--- src/rtl/diag_pkg.sv ---
package diag_pkg;

   // Word returned for any access in the guard window
   localparam logic [31:0] GUARD_PATTERN = 32'hDEADBABE;
   // Byte pattern written by the fill operation
   localparam logic [7:0]  FILL_PATTERN  = 8'h96;

   // Byte offsets of mapped words (all word aligned)
   localparam logic [7:0] OFS_SCRATCH32 = 8'h10;
   localparam logic [7:0] OFS_SCR64_LO  = 8'h18;
   localparam logic [7:0] OFS_SCR64_HI  = 8'h1C;
   localparam logic [7:0] OFS_IRQ_TEST  = 8'h20;
   localparam logic [7:0] OFS_BUF_LO    = 8'h28;
   localparam logic [7:0] OFS_BUF_HI    = 8'h2C;
   localparam logic [7:0] OFS_BUF_LEN   = 8'h30;
   localparam logic [7:0] OFS_BUF_OP    = 8'h34;

   typedef enum logic [2:0] {
      OP_NONE   = 3'd0,
      OP_CLEAR  = 3'd1,
      OP_FILL   = 3'd2,
      OP_INVERT = 3'd4
   } buf_op_e;

   typedef enum logic [1:0] {
      ENG_IDLE,
      ENG_READ,
      ENG_WRITE
   } eng_state_e;

endpackage

--- src/rtl/diag_regfile.sv ---
module diag_regfile
   import diag_pkg::*;
#(
   parameter int ADDR_W = 16,
   parameter int VEC_W  = 8,
   parameter int MEM_AW = 10
) (
   input  logic              clk,
   input  logic              rst_n,
   input  logic              reg_wr,
   input  logic              reg_rd,
   input  logic [ADDR_W-1:0] reg_addr,
   input  logic [31:0]       reg_wdata,
   output logic [31:0]       reg_rdata,
   output logic              reg_rvalid,
   input  logic              eng_busy,
   output logic              start_o,
   output buf_op_e           start_op_o,
   output logic [MEM_AW-1:0] buf_base_o,
   output logic [31:0]       buf_len_o,
   output logic              sw_irq_o,
   output logic [VEC_W-1:0]  sw_vec_o
);

   logic       in_page;
   logic [7:0] ofs;

   // Offsets above the low 256 bytes are never mapped
   generate
      if (ADDR_W > 8) begin : g_wide
         assign in_page = ~|reg_addr[ADDR_W-1:8];
      end else begin : g_narrow
         assign in_page = 1'b1;
      end
   endgenerate

   assign ofs = reg_addr[7:0];

   logic guard_hit, hit_s32, hit_lo64, hit_hi64, hit_irq;
   logic hit_blo, hit_bhi, hit_len, hit_op;

   always_comb begin
      guard_hit = in_page && (ofs[7:4] == 4'h0);
      hit_s32   = in_page && (ofs == OFS_SCRATCH32);
      hit_lo64  = in_page && (ofs == OFS_SCR64_LO);
      hit_hi64  = in_page && (ofs == OFS_SCR64_HI);
      hit_irq   = in_page && (ofs == OFS_IRQ_TEST);
      hit_blo   = in_page && (ofs == OFS_BUF_LO);
      hit_bhi   = in_page && (ofs == OFS_BUF_HI);
      hit_len   = in_page && (ofs == OFS_BUF_LEN);
      hit_op    = in_page && (ofs == OFS_BUF_OP);
   end

   logic [31:0]      s32_q, s64_lo_q, s64_hi_q, blo_q, bhi_q, len_q;
   logic [VEC_W-1:0] vec_q;
   buf_op_e          op_q;
   logic             op_legal;
   logic [63:0]      dbl64;

   assign op_legal = (reg_wdata == 32'd1) || (reg_wdata == 32'd2) ||
                     (reg_wdata == 32'd4);

   assign start_o    = reg_wr && hit_op && op_legal && !eng_busy;
   assign start_op_o = buf_op_e'(reg_wdata[2:0]);
   assign sw_irq_o   = reg_wr && hit_irq;
   assign sw_vec_o   = reg_wdata[VEC_W-1:0];
   assign buf_base_o = blo_q[MEM_AW-1:0];
   assign buf_len_o  = len_q;
   assign dbl64      = {s64_hi_q, s64_lo_q} << 1;

   always_ff @(posedge clk) begin
      if (!rst_n) begin
         s32_q    <= '0;
         s64_lo_q <= '0;
         s64_hi_q <= '0;
         blo_q    <= '0;
         bhi_q    <= '0;
         len_q    <= '0;
         vec_q    <= '0;
         op_q     <= OP_NONE;
      end else begin
         if (reg_wr && hit_s32)  s32_q    <= reg_wdata;
         if (reg_wr && hit_lo64) s64_lo_q <= reg_wdata;
         if (reg_wr && hit_hi64) s64_hi_q <= reg_wdata;
         if (reg_wr && hit_blo)  blo_q    <= reg_wdata;
         if (reg_wr && hit_bhi)  bhi_q    <= reg_wdata;
         if (reg_wr && hit_len)  len_q    <= reg_wdata;
         if (sw_irq_o)           vec_q    <= sw_vec_o;
         if (start_o)            op_q     <= start_op_o;
      end
   end

   logic [31:0] rd_val;

   always_comb begin
      rd_val = '0;
      if (guard_hit)     rd_val = GUARD_PATTERN;
      else if (hit_s32)  rd_val = s32_q << 1;
      else if (hit_lo64) rd_val = dbl64[31:0];
      else if (hit_hi64) rd_val = dbl64[63:32];
      else if (hit_irq)  rd_val = 32'(vec_q);
      else if (hit_blo)  rd_val = blo_q;
      else if (hit_bhi)  rd_val = bhi_q;
      else if (hit_len)  rd_val = len_q;
      else if (hit_op)   rd_val = 32'(op_q);
   end

   always_ff @(posedge clk) begin
      if (!rst_n) begin
         reg_rdata  <= '0;
         reg_rvalid <= 1'b0;
      end else begin
         reg_rvalid <= reg_rd;
         reg_rdata  <= reg_rd ? rd_val : '0;
      end
   end

endmodule

--- src/rtl/diag_buf_engine.sv ---
module diag_buf_engine
   import diag_pkg::*;
#(
   parameter int MEM_AW = 10,
   parameter int LEN_W  = 32
) (
   input  logic              clk,
   input  logic              rst_n,
   input  logic              start_i,
   input  buf_op_e           op_i,
   input  logic [MEM_AW-1:0] base_i,
   input  logic [LEN_W-1:0]  len_i,
   output logic              busy_o,
   output logic              done_o,
   output buf_op_e           op_o,
   output logic              mem_en,
   output logic              mem_we,
   output logic [MEM_AW-1:0] mem_addr,
   output logic [7:0]        mem_wdata,
   input  logic [7:0]        mem_rdata
);

   localparam logic [LEN_W-1:0]  LAST_ONE = LEN_W'(1);
   localparam logic [MEM_AW-1:0] ADDR_INC = MEM_AW'(1);

   eng_state_e        state_q;
   buf_op_e           op_q;
   logic [MEM_AW-1:0] cur_q;
   logic [LEN_W-1:0]  left_q;
   logic              done_q;
   eng_state_e        after_write;

   // Inversion needs a read before each write; the others write straight
   assign after_write = (op_q == OP_INVERT) ? ENG_READ : ENG_WRITE;

   always_ff @(posedge clk) begin
      if (!rst_n) begin
         state_q <= ENG_IDLE;
         op_q    <= OP_NONE;
         cur_q   <= '0;
         left_q  <= '0;
         done_q  <= 1'b0;
      end else begin
         done_q <= 1'b0;
         case (state_q)
            ENG_IDLE: begin
               if (start_i) begin
                  op_q   <= op_i;
                  cur_q  <= base_i;
                  left_q <= len_i;
                  if (len_i == '0) begin
                     done_q <= 1'b1;
                  end else begin
                     state_q <= (op_i == OP_INVERT) ? ENG_READ : ENG_WRITE;
                  end
               end
            end
            ENG_READ: state_q <= ENG_WRITE;
            ENG_WRITE: begin
               if (left_q == LAST_ONE) begin
                  state_q <= ENG_IDLE;
                  done_q  <= 1'b1;
               end else begin
                  left_q  <= left_q - LAST_ONE;
                  cur_q   <= cur_q + ADDR_INC;
                  state_q <= after_write;
               end
            end
            default: state_q <= ENG_IDLE;
         endcase
      end
   end

   always_comb begin
      case (op_q)
         OP_FILL:   mem_wdata = FILL_PATTERN;
         OP_INVERT: mem_wdata = ~mem_rdata;
         default:   mem_wdata = 8'h00;
      endcase
   end

   assign mem_en   = (state_q != ENG_IDLE);
   assign mem_we   = (state_q == ENG_WRITE);
   assign mem_addr = cur_q;
   assign busy_o   = (state_q != ENG_IDLE);
   assign done_o   = done_q;
   assign op_o     = op_q;

endmodule

--- src/rtl/diag_irq_merge.sv ---
module diag_irq_merge #(
   parameter int VEC_W    = 8,
   parameter int COMP_VEC = 2
) (
   input  logic             clk,
   input  logic             rst_n,
   input  logic             sw_req_i,
   input  logic [VEC_W-1:0] sw_vec_i,
   input  logic             done_i,
   output logic             irq_fire,
   output logic [VEC_W-1:0] irq_vec
);

   localparam logic [VEC_W-1:0] COMP_CODE = VEC_W'(COMP_VEC);

   logic             pend_q;
   logic [VEC_W-1:0] pend_vec_q;

   // Completion wins a shared cycle; the software vector waits one slot
   always_ff @(posedge clk) begin
      if (!rst_n) begin
         irq_fire   <= 1'b0;
         irq_vec    <= '0;
         pend_q     <= 1'b0;
         pend_vec_q <= '0;
      end else begin
         irq_fire <= 1'b0;
         if (done_i) begin
            irq_fire <= 1'b1;
            irq_vec  <= COMP_CODE;
            if (sw_req_i) begin
               pend_q     <= 1'b1;
               pend_vec_q <= sw_vec_i;
            end
         end else if (pend_q) begin
            irq_fire <= 1'b1;
            irq_vec  <= pend_vec_q;
            if (sw_req_i) pend_vec_q <= sw_vec_i;
            else          pend_q     <= 1'b0;
         end else if (sw_req_i) begin
            irq_fire <= 1'b1;
            irq_vec  <= sw_vec_i;
         end
      end
   end

endmodule

--- src/rtl/regbus_diag_unit.sv ---
module regbus_diag_unit
   import diag_pkg::*;
#(
   parameter int ADDR_W   = 16,
   parameter int MEM_AW   = 10,
   parameter int VEC_W    = 8,
   parameter int COMP_VEC = 2
) (
   input  logic              clk,
   input  logic              rst_n,
   input  logic              reg_wr,
   input  logic              reg_rd,
   input  logic [ADDR_W-1:0] reg_addr,
   input  logic [31:0]       reg_wdata,
   output logic [31:0]       reg_rdata,
   output logic              reg_rvalid,
   output logic              mem_en,
   output logic              mem_we,
   output logic [MEM_AW-1:0] mem_addr,
   output logic [7:0]        mem_wdata,
   input  logic [7:0]        mem_rdata,
   output logic              irq_fire,
   output logic [VEC_W-1:0]  irq_vec
);

   localparam int LEN_W = 32;

   generate
      if (ADDR_W < 8 || ADDR_W > 32) begin : g_bad_addr_w
         $error("ADDR_W must lie in 8..32");
      end
      if (MEM_AW < 1 || MEM_AW > 32) begin : g_bad_mem_aw
         $error("MEM_AW must lie in 1..32");
      end
      if (VEC_W < 2 || VEC_W > 32) begin : g_bad_vec_w
         $error("VEC_W must lie in 2..32");
      end
      if (COMP_VEC < 0 || COMP_VEC >= (1 << VEC_W)) begin : g_bad_comp
         $error("COMP_VEC must fit in VEC_W bits");
      end
   endgenerate

   logic              eng_busy, eng_done, eng_start, sw_irq;
   buf_op_e           start_op, eng_op;
   logic [MEM_AW-1:0] buf_base;
   logic [LEN_W-1:0]  buf_len;
   logic [VEC_W-1:0]  sw_vec;

   diag_regfile #(
      .ADDR_W (ADDR_W),
      .VEC_W  (VEC_W),
      .MEM_AW (MEM_AW)
   ) u_regs (
      .clk        (clk),
      .rst_n      (rst_n),
      .reg_wr     (reg_wr),
      .reg_rd     (reg_rd),
      .reg_addr   (reg_addr),
      .reg_wdata  (reg_wdata),
      .reg_rdata  (reg_rdata),
      .reg_rvalid (reg_rvalid),
      .eng_busy   (eng_busy),
      .start_o    (eng_start),
      .start_op_o (start_op),
      .buf_base_o (buf_base),
      .buf_len_o  (buf_len),
      .sw_irq_o   (sw_irq),
      .sw_vec_o   (sw_vec)
   );

   diag_buf_engine #(
      .MEM_AW (MEM_AW),
      .LEN_W  (LEN_W)
   ) u_eng (
      .clk       (clk),
      .rst_n     (rst_n),
      .start_i   (eng_start),
      .op_i      (start_op),
      .base_i    (buf_base),
      .len_i     (buf_len),
      .busy_o    (eng_busy),
      .done_o    (eng_done),
      .op_o      (eng_op),
      .mem_en    (mem_en),
      .mem_we    (mem_we),
      .mem_addr  (mem_addr),
      .mem_wdata (mem_wdata),
      .mem_rdata (mem_rdata)
   );

   diag_irq_merge #(
      .VEC_W    (VEC_W),
      .COMP_VEC (COMP_VEC)
   ) u_irq (
      .clk      (clk),
      .rst_n    (rst_n),
      .sw_req_i (sw_irq),
      .sw_vec_i (sw_vec),
      .done_i   (eng_done),
      .irq_fire (irq_fire),
      .irq_vec  (irq_vec)
   );

endmodule

--- config.mk ---
export PLATFORM = sky130hd
export DESIGN_NAME = regbus_diag_unit
export DESIGN_NICKNAME = d
export VERILOG_FILES = /design/src/rtl/diag_pkg.sv /design/src/rtl/diag_regfile.sv /design/src/rtl/diag_buf_engine.sv /design/src/rtl/diag_irq_merge.sv /design/src/rtl/regbus_diag_unit.sv
export SDC_FILE = /design/constraint.sdc
export NUM_CORES = 1
export LEC_CHECK = 0
export CAP_MARGIN = 20
export CORE_MARGIN = 2
export CORE_UTILIZATION = 50
export DETAILED_ROUTE_END_ITERATION = 8
export PLACE_DENSITY = 0.74
export SYNTH_ARGS = -nofsm -noshare
export SYNTH_HDL_FRONTEND = slang
export SYNTH_HIERARCHICAL = 1
export SYNTH_SLANG_ARGS = --single-unit
--- constraint.sdc ---
create_clock -name clk -period 3.7 [get_ports clk]
set_input_delay 0.74 -clock clk [delete_from_list [all_inputs] [get_ports clk]]
set_output_delay 0.74 -clock clk [all_outputs]
set_load 0.02 [all_outputs]
Word-level counts from Yosys, hierarchy flattened
Index checks and enable logic that the tools add are counted.
Widths: inputs -> output; s select.
{"block": "op_classes", "add_sub_neg": 2, "eq_ne": 21, "muxes": 38, "bitwise_logic": 3, "n_reduce_logical": 39}
{"operator": "$mux 32", "n": 10}
{"operator": "$eq 32x1->1 const B", "n": 2}
{"operator": "$pmux 32 s2", "n": 1}
{"operator": "$eq 8x6->1 const B", "n": 5}
{"operator": "$mux 8", "n": 5}
{"operator": "$eq 32x2->1 const B", "n": 1}
{"operator": "$eq 32x3->1 const B", "n": 1}
{"operator": "$logic_not 32->1", "n": 1}
{"operator": "$sub 32x1->32 const B", "n": 1}
{"operator": "$eq 8x5->1 const B", "n": 3}
{"operator": "$mux 10", "n": 2}
{"operator": "$pmux 10 s2", "n": 1}
{"operator": "$logic_and 1x1->1", "n": 19}
{"operator": "$pmux 8 s2", "n": 1}
{"operator": "$mux 2", "n": 6}
{"operator": "$add 10x1->10 const B", "n": 1}
{"operator": "$mux 1", "n": 9}
{"operator": "$ne 2x2->1 const B", "n": 4}
{"operator": "$not 8->8", "n": 1}
{"operator": "$reduce_bool 2->1", "n": 4}
{"operator": "$reduce_or 8->1", "n": 1}
{"operator": "$eq 3x3->1 const B", "n": 2}
{"operator": "$pmux 2 s3", "n": 1}
{"operator": "$reduce_and 2->1", "n": 3}
{"operator": "15 further kinds", "n": 18}
{"block": "word_totals", "register_bits": 300, "in_bits": 60, "out_inout_bits": 62, "elab_cells": 125}

Longest topological paths before layout
{"block": "logic_depth", "ltp_word": 12, "ltp_mapped": 11, "ltp_nobuf": 11}

Cells and area by module
The synthesis kept the hierarchy.
{"mod": "diag_regfile", "instances": 1, "cells_per_inst": 1247, "area_per_inst_um2": 10613.9, "seq_area_each_um2": 4684.5}
{"mod": "diag_buf_engine", "instances": 1, "cells_per_inst": 441, "area_per_inst_um2": 3148.0, "seq_area_each_um2": 960.9}
{"mod": "diag_irq_merge", "instances": 1, "cells_per_inst": 78, "area_per_inst_um2": 834.6, "seq_area_each_um2": 360.3}

Worst setup path after synthesis
Ideal clock, no wire load.
{"block": "synth_path", "path_kind": "input to register", "start": "input port reg_addr[15]", "end": "register u_irq.irq_vec[0]", "setup_ns": 0.116, "arrival_ns": 2.877, "required_ns": 3.584, "path_slack_ns": 0.707, "path_stages": 9, "path_cell_list": "or4_1 buf_6 buf_6 nor4_4 and2_1 buf_4 buf_6 mux2_4 o211a_1"}
{"block": "synth_via", "elab_chain_len": 5}
{"element": "from (decl)", "line": "regbus_diag_unit.sv:13", "rtl": "input logic [ADDR_W-1:0] reg_addr,"}
{"element": "$reduce_or 8->1", "line": "diag_regfile.sv:31", "rtl": "assign in_page = ~|reg_addr[ADDR_W-1:8];"}
{"element": "$logic_not 1->1", "line": "diag_regfile.sv:31"}
{"element": "$logic_and 1x1->1", "line": "diag_regfile.sv:47", "rtl": "hit_irq = in_page && (ofs == OFS_IRQ_TEST);"}
{"element": "$logic_and 1x1->1", "line": "diag_regfile.sv:65", "rtl": "assign sw_irq_o = reg_wr && hit_irq;"}
{"element": "via sw_irq", "line": "regbus_diag_unit.sv:43", "rtl": "logic eng_busy, eng_done, eng_start, sw_irq;"}
{"element": "$reduce_bool 2->1 (no source line)"}
{"element": "to (signal assigned)", "line": "diag_irq_merge.sv:37", "rtl": "irq_vec <= pend_vec_q;"}
{"element": "to (signal assigned)", "line": "diag_irq_merge.sv:42", "rtl": "irq_vec <= sw_vec_i;"}
{"element": "to (decl)", "line": "diag_irq_merge.sv:11", "rtl": "output logic [VEC_W-1:0] irq_vec"}
The timed path passes the listed nets, and every way through them passes these cells.
A chain may end at the register's enable or synchronous reset.

Worst setup path in the final report
{"block": "layout_path", "start": "input port reg_addr[0]", "end": "register u_eng.cur_q[2] (netlist: u_eng/mem_addr[2])"}
{"block": "layout_via", "elab_chain_len": 7}
{"element": "$eq 8x6->1", "line": "diag_regfile.sv:51", "rtl": "hit_op = in_page && (ofs == OFS_BUF_OP);"}
{"element": "$logic_and 1x1->1", "line": "diag_regfile.sv:51"}
{"element": "$logic_and 1x1->1 (3 in series)", "line": "diag_regfile.sv:63", "rtl": "assign start_o = reg_wr && hit_op && op_legal && !eng_busy;"}
{"element": "via eng_start", "line": "regbus_diag_unit.sv:43"}
{"element": "$ne 2x2->1 (no source line)"}
{"element": "$reduce_and 3->1 (no source line)"}
{"element": "to (signal assigned)", "line": "diag_buf_engine.sv:49", "rtl": "cur_q <= base_i;"}
{"element": "to (signal assigned)", "line": "diag_buf_engine.sv:65", "rtl": "cur_q <= cur_q + ADDR_INC;"}
{"element": "to (decl)", "line": "diag_buf_engine.sv:28", "rtl": "logic [MEM_AW-1:0] cur_q;"}
The timed path passes the listed nets, and every way through them passes these cells.

==> impl_metrics.csv <==
group,metric,value,unit
timing,worst_pin_slew,0.930,ns
synth,synth_fp_nets,1829,
synth,syn_avg_cell_area,8.27,sq um
setup_path,crit_path_start_kind,"primary input",
timing,min_period,3.21,ns
layout,drive_gt1_frac,0.121,
global_route,antenna_found_initial,0,
layout,mostFrequentLayoutCell,"nand2_1",
clock_network,cts.reportedPaths.clkPinSlew,0.06,ns
setup_path,worstReg2RegEnd,"u_eng/mem_addr[4]",
outcome,status,"finished clean",
placement,portBuffers,121,
synth,syn_inst,1766,
layout,final_util,0.606,
setup_path,critPathCaptureType,"flop",
synth,synthXorXnorAreaFrac,0,
clock_network,ctsRootBufferMaster,"clkbuf_16",
timing,fin_ws,0.491,ns
global_route,grt_max_degree,104,
clock_network,clk_path_buf_depth,3,
synth,synth-compound-area-share,0.263,
clock_network,cts_tree,"built",
global_route,grt_overflow_total,0,
setup_path,crit_type,"primary input to flop",
synth,ys_seq_area_frac,0.411,
floorplan,io_pins,122,
layout,syn_to_final_growth,19.2,%
hold_path,min_path_type,"flop to flop",
setup_path,reg2reg_slack,0.86,ns
layout,mostFrequentLayoutCells,"nand2_1, dfxtp_1, a21boi_1",
timing,rsz0062_at_grt,"false",
setup_path,arrival,3.57,ns
synth,synth.area.top_cells,"dfxtp_1, nand2_1, a21boi_1, a21boi_0, a21oi_1",
synth,synth-main-ff-cell,"dfxtp_1",
floorplan,core,28700,sq um
detailed_routing,drtIter0Drc,1603,
layout,stdcell_count,2269,
detailed_routing,route.detailed.drc,0,
setup_path,crit_fanout,16,
hold_path,min_path_cells,2,
synth,synth-edff-count,0,
detailed_routing,wl_per_cell,20.6,um
synth,yosys_warnings,6,
pwr,leakage,6.09,nW
timing,maxSlewViolCount,0,
synth,synth.area.mux_share,0.0176,
global_route,grt_pass1_vias,13000,
global_route,grt_first_pass_wirelength,72400,um
placement,dp.cells,2209,
hold_path,min_to,"u_regs/s64_hi_q[26]",
timing,hold_viol_final,0,
detailed_routing,vias_per_cell,6.15,
setup_path,timing.rr.start,"u_eng/left_q[16]",
clock_network,clk_latency,0.51,ns
synth,synthDistinctLibCells,78,
synth,synthArstFlopShare,0,
synth,synth_top_cell_area_share,0.411,
floorplan,placementRows,62,
setup_path,cp.required,4.06,ns
clock_network,hold_buffers,0,
floorplan,die_h,175,um
synth,synthAdderAreaFrac,0.00257,
synth,synthSimpleGateAreaFrac,0.238,
layout,finalNetCount,1924,
placement,routabilityCongestion,0.939,
floorplan,die_w,175,um
timing,worst_slew_margin_rel,0.380,
run,maxCapViolations,0,
timing,setup_viol,0,
hold_path,hp-start,"u_regs/s64_hi_q[26]",
timing,finClkSkew,0.0171,ns
detailed_routing,wirelength,46700,um
clock_network,ctsResizeCount,0,
layout,diodes,0,
pwr,p_per_area,401,nW/um^2
placement,dp_hpwl,31700,um
global_route,grt_usage,0.296,
synth,synth_top_family_by_area,"compound AO/OA/AOI/OAI gates",
detailed_routing,dr.pass1.iters,6,
detailed_routing,routed-via-count,13900,
pwr,vdd_ir_drop_max,320,uV
timing,max_clock_freq,312,MHz
timing,fin_crit_sh,0.867,
clock_network,clock-sinks,300,
timing,tns,0,ns
placement,place_worst_setup_slack,0.0915,ns
clock_network,numCtsBuffers,34,
synth,synth_largest_area_cell,"dfxtp_1",
detailed_routing,antenna_left,0,
setup_path,reg2reg_depth,7,
floorplan,dieArea,30600,sq um
clock_network,htreeDepth,2,
synth,syn-cell-area,14600,sq um
synth,synth_seq_cells,300,
clock_network,cts_setup_buffers,0,
floorplan,initial_core_util,0.509,
## registers in the layout, indices dropped and copies added (netlist names), 10 cells and up
name and flops:
u_regs/s64_lo_q 32, u_regs/bhi_q 32, u_regs/blo_q 32, u_eng/mem_addr 10
u_eng/left_q 32, u_regs/buf_len_o 32, u_regs/reg_rdata 32, u_regs/s32_q 31
u_regs/s64_hi_q 31
## routing by layer
| layer | wire [um] | GRT usage |
|---|---|---|
| met1 | 19200 | 0.407 |
| met2 | 21400 | 0.472 |
| met3 | 4410 | 0.0418 |
| met4 | 1600 | 0.113 |
| met5 | 0 | 0 |
## where the power goes
| part | leakage (nW) | switching, mW | internal [mW] |
|---|---|---|---|
| sequential | 2.42 | 0.000133 | 3.23 |
| clock | 0.555 | 1.39 | 2.05 |
| combinational | 3.11 | 0.181 | 0.132 |
| total | 6.09 | 1.57 | 5.41 |
## worst max-delay path, stage by stage
cell and delay [ns]:
clkdlybuf4s50_1 0.53, nor4b_1 0.62, nand4_1 0.31, nor4_1 0.39, buf_4 0.18, nand2_1 0.11, o21a_2 0.19, buf_4 0.22
o211ai_1 0.20, o31ai_1 0.09
## area by class of cell
type / count / area (sq um)
Timing Repair Buffer: 225 / 2110
Clock buffer: 46 / 1010
Clock inverter: 14 / 136
Tap cell: 384 / 480
Multi-Input combinational cell: 1289 / 7620
Sequential cell: 300 / 6010
Fill cell: 2478 / 11300
Inverter: 11 / 41.3
## synth_stat cells (all sizes together), types with 16 or more instances
master / count
nor4: 45
a22oi: 16
a21boi: 202
dfxtp: 300
nand2: 505
clkbuf: 81
nor2: 49
a21oi: 89
a211oi: 22
o21ai: 56
nor3: 30
buf: 85
nand3: 19
nand2b: 22
## stage by stage
stage          power (mW)  cell area [sq um]  hold slack (ns)
6_report             6.98              17400            0.451
5_1_grt              7.14              17400            0.471
4_1_cts              7.00              17400            0.447
3_5_place_dp         3.61              16300            0.439
3_3_place_gp         3.61              16300            0.434
2_1_floorplan        3.44              14600            0.428
## worst max-delay path by stage
stage                  from                 to  slack (ns)  cells past startpoint
2_1_floorplan  reg_addr[15]   u_irq/irq_vec[0]        0.71                      9
3_3_place_gp    reg_addr[1]  u_eng/mem_addr[2]        0.17                     10
3_5_place_dp    reg_addr[0]  u_eng/mem_addr[2]        0.09                     10
4_1_cts         reg_addr[0]  u_eng/mem_addr[2]        0.60                     10
5_1_grt         reg_addr[0]  u_eng/mem_addr[2]        0.42                     10
6_report        reg_addr[0]  u_eng/mem_addr[2]        0.49                     10
## logic make-up after synthesis
| group | count (synthesis) |
|---|---|
| simple gates | 739 |
| flops | 300 |
| compound gates | 525 |
| buf+inv | 177 |
| mux | 22 |
| fa+ha+maj | 3 |
Power figures use the tool's default switching activity.
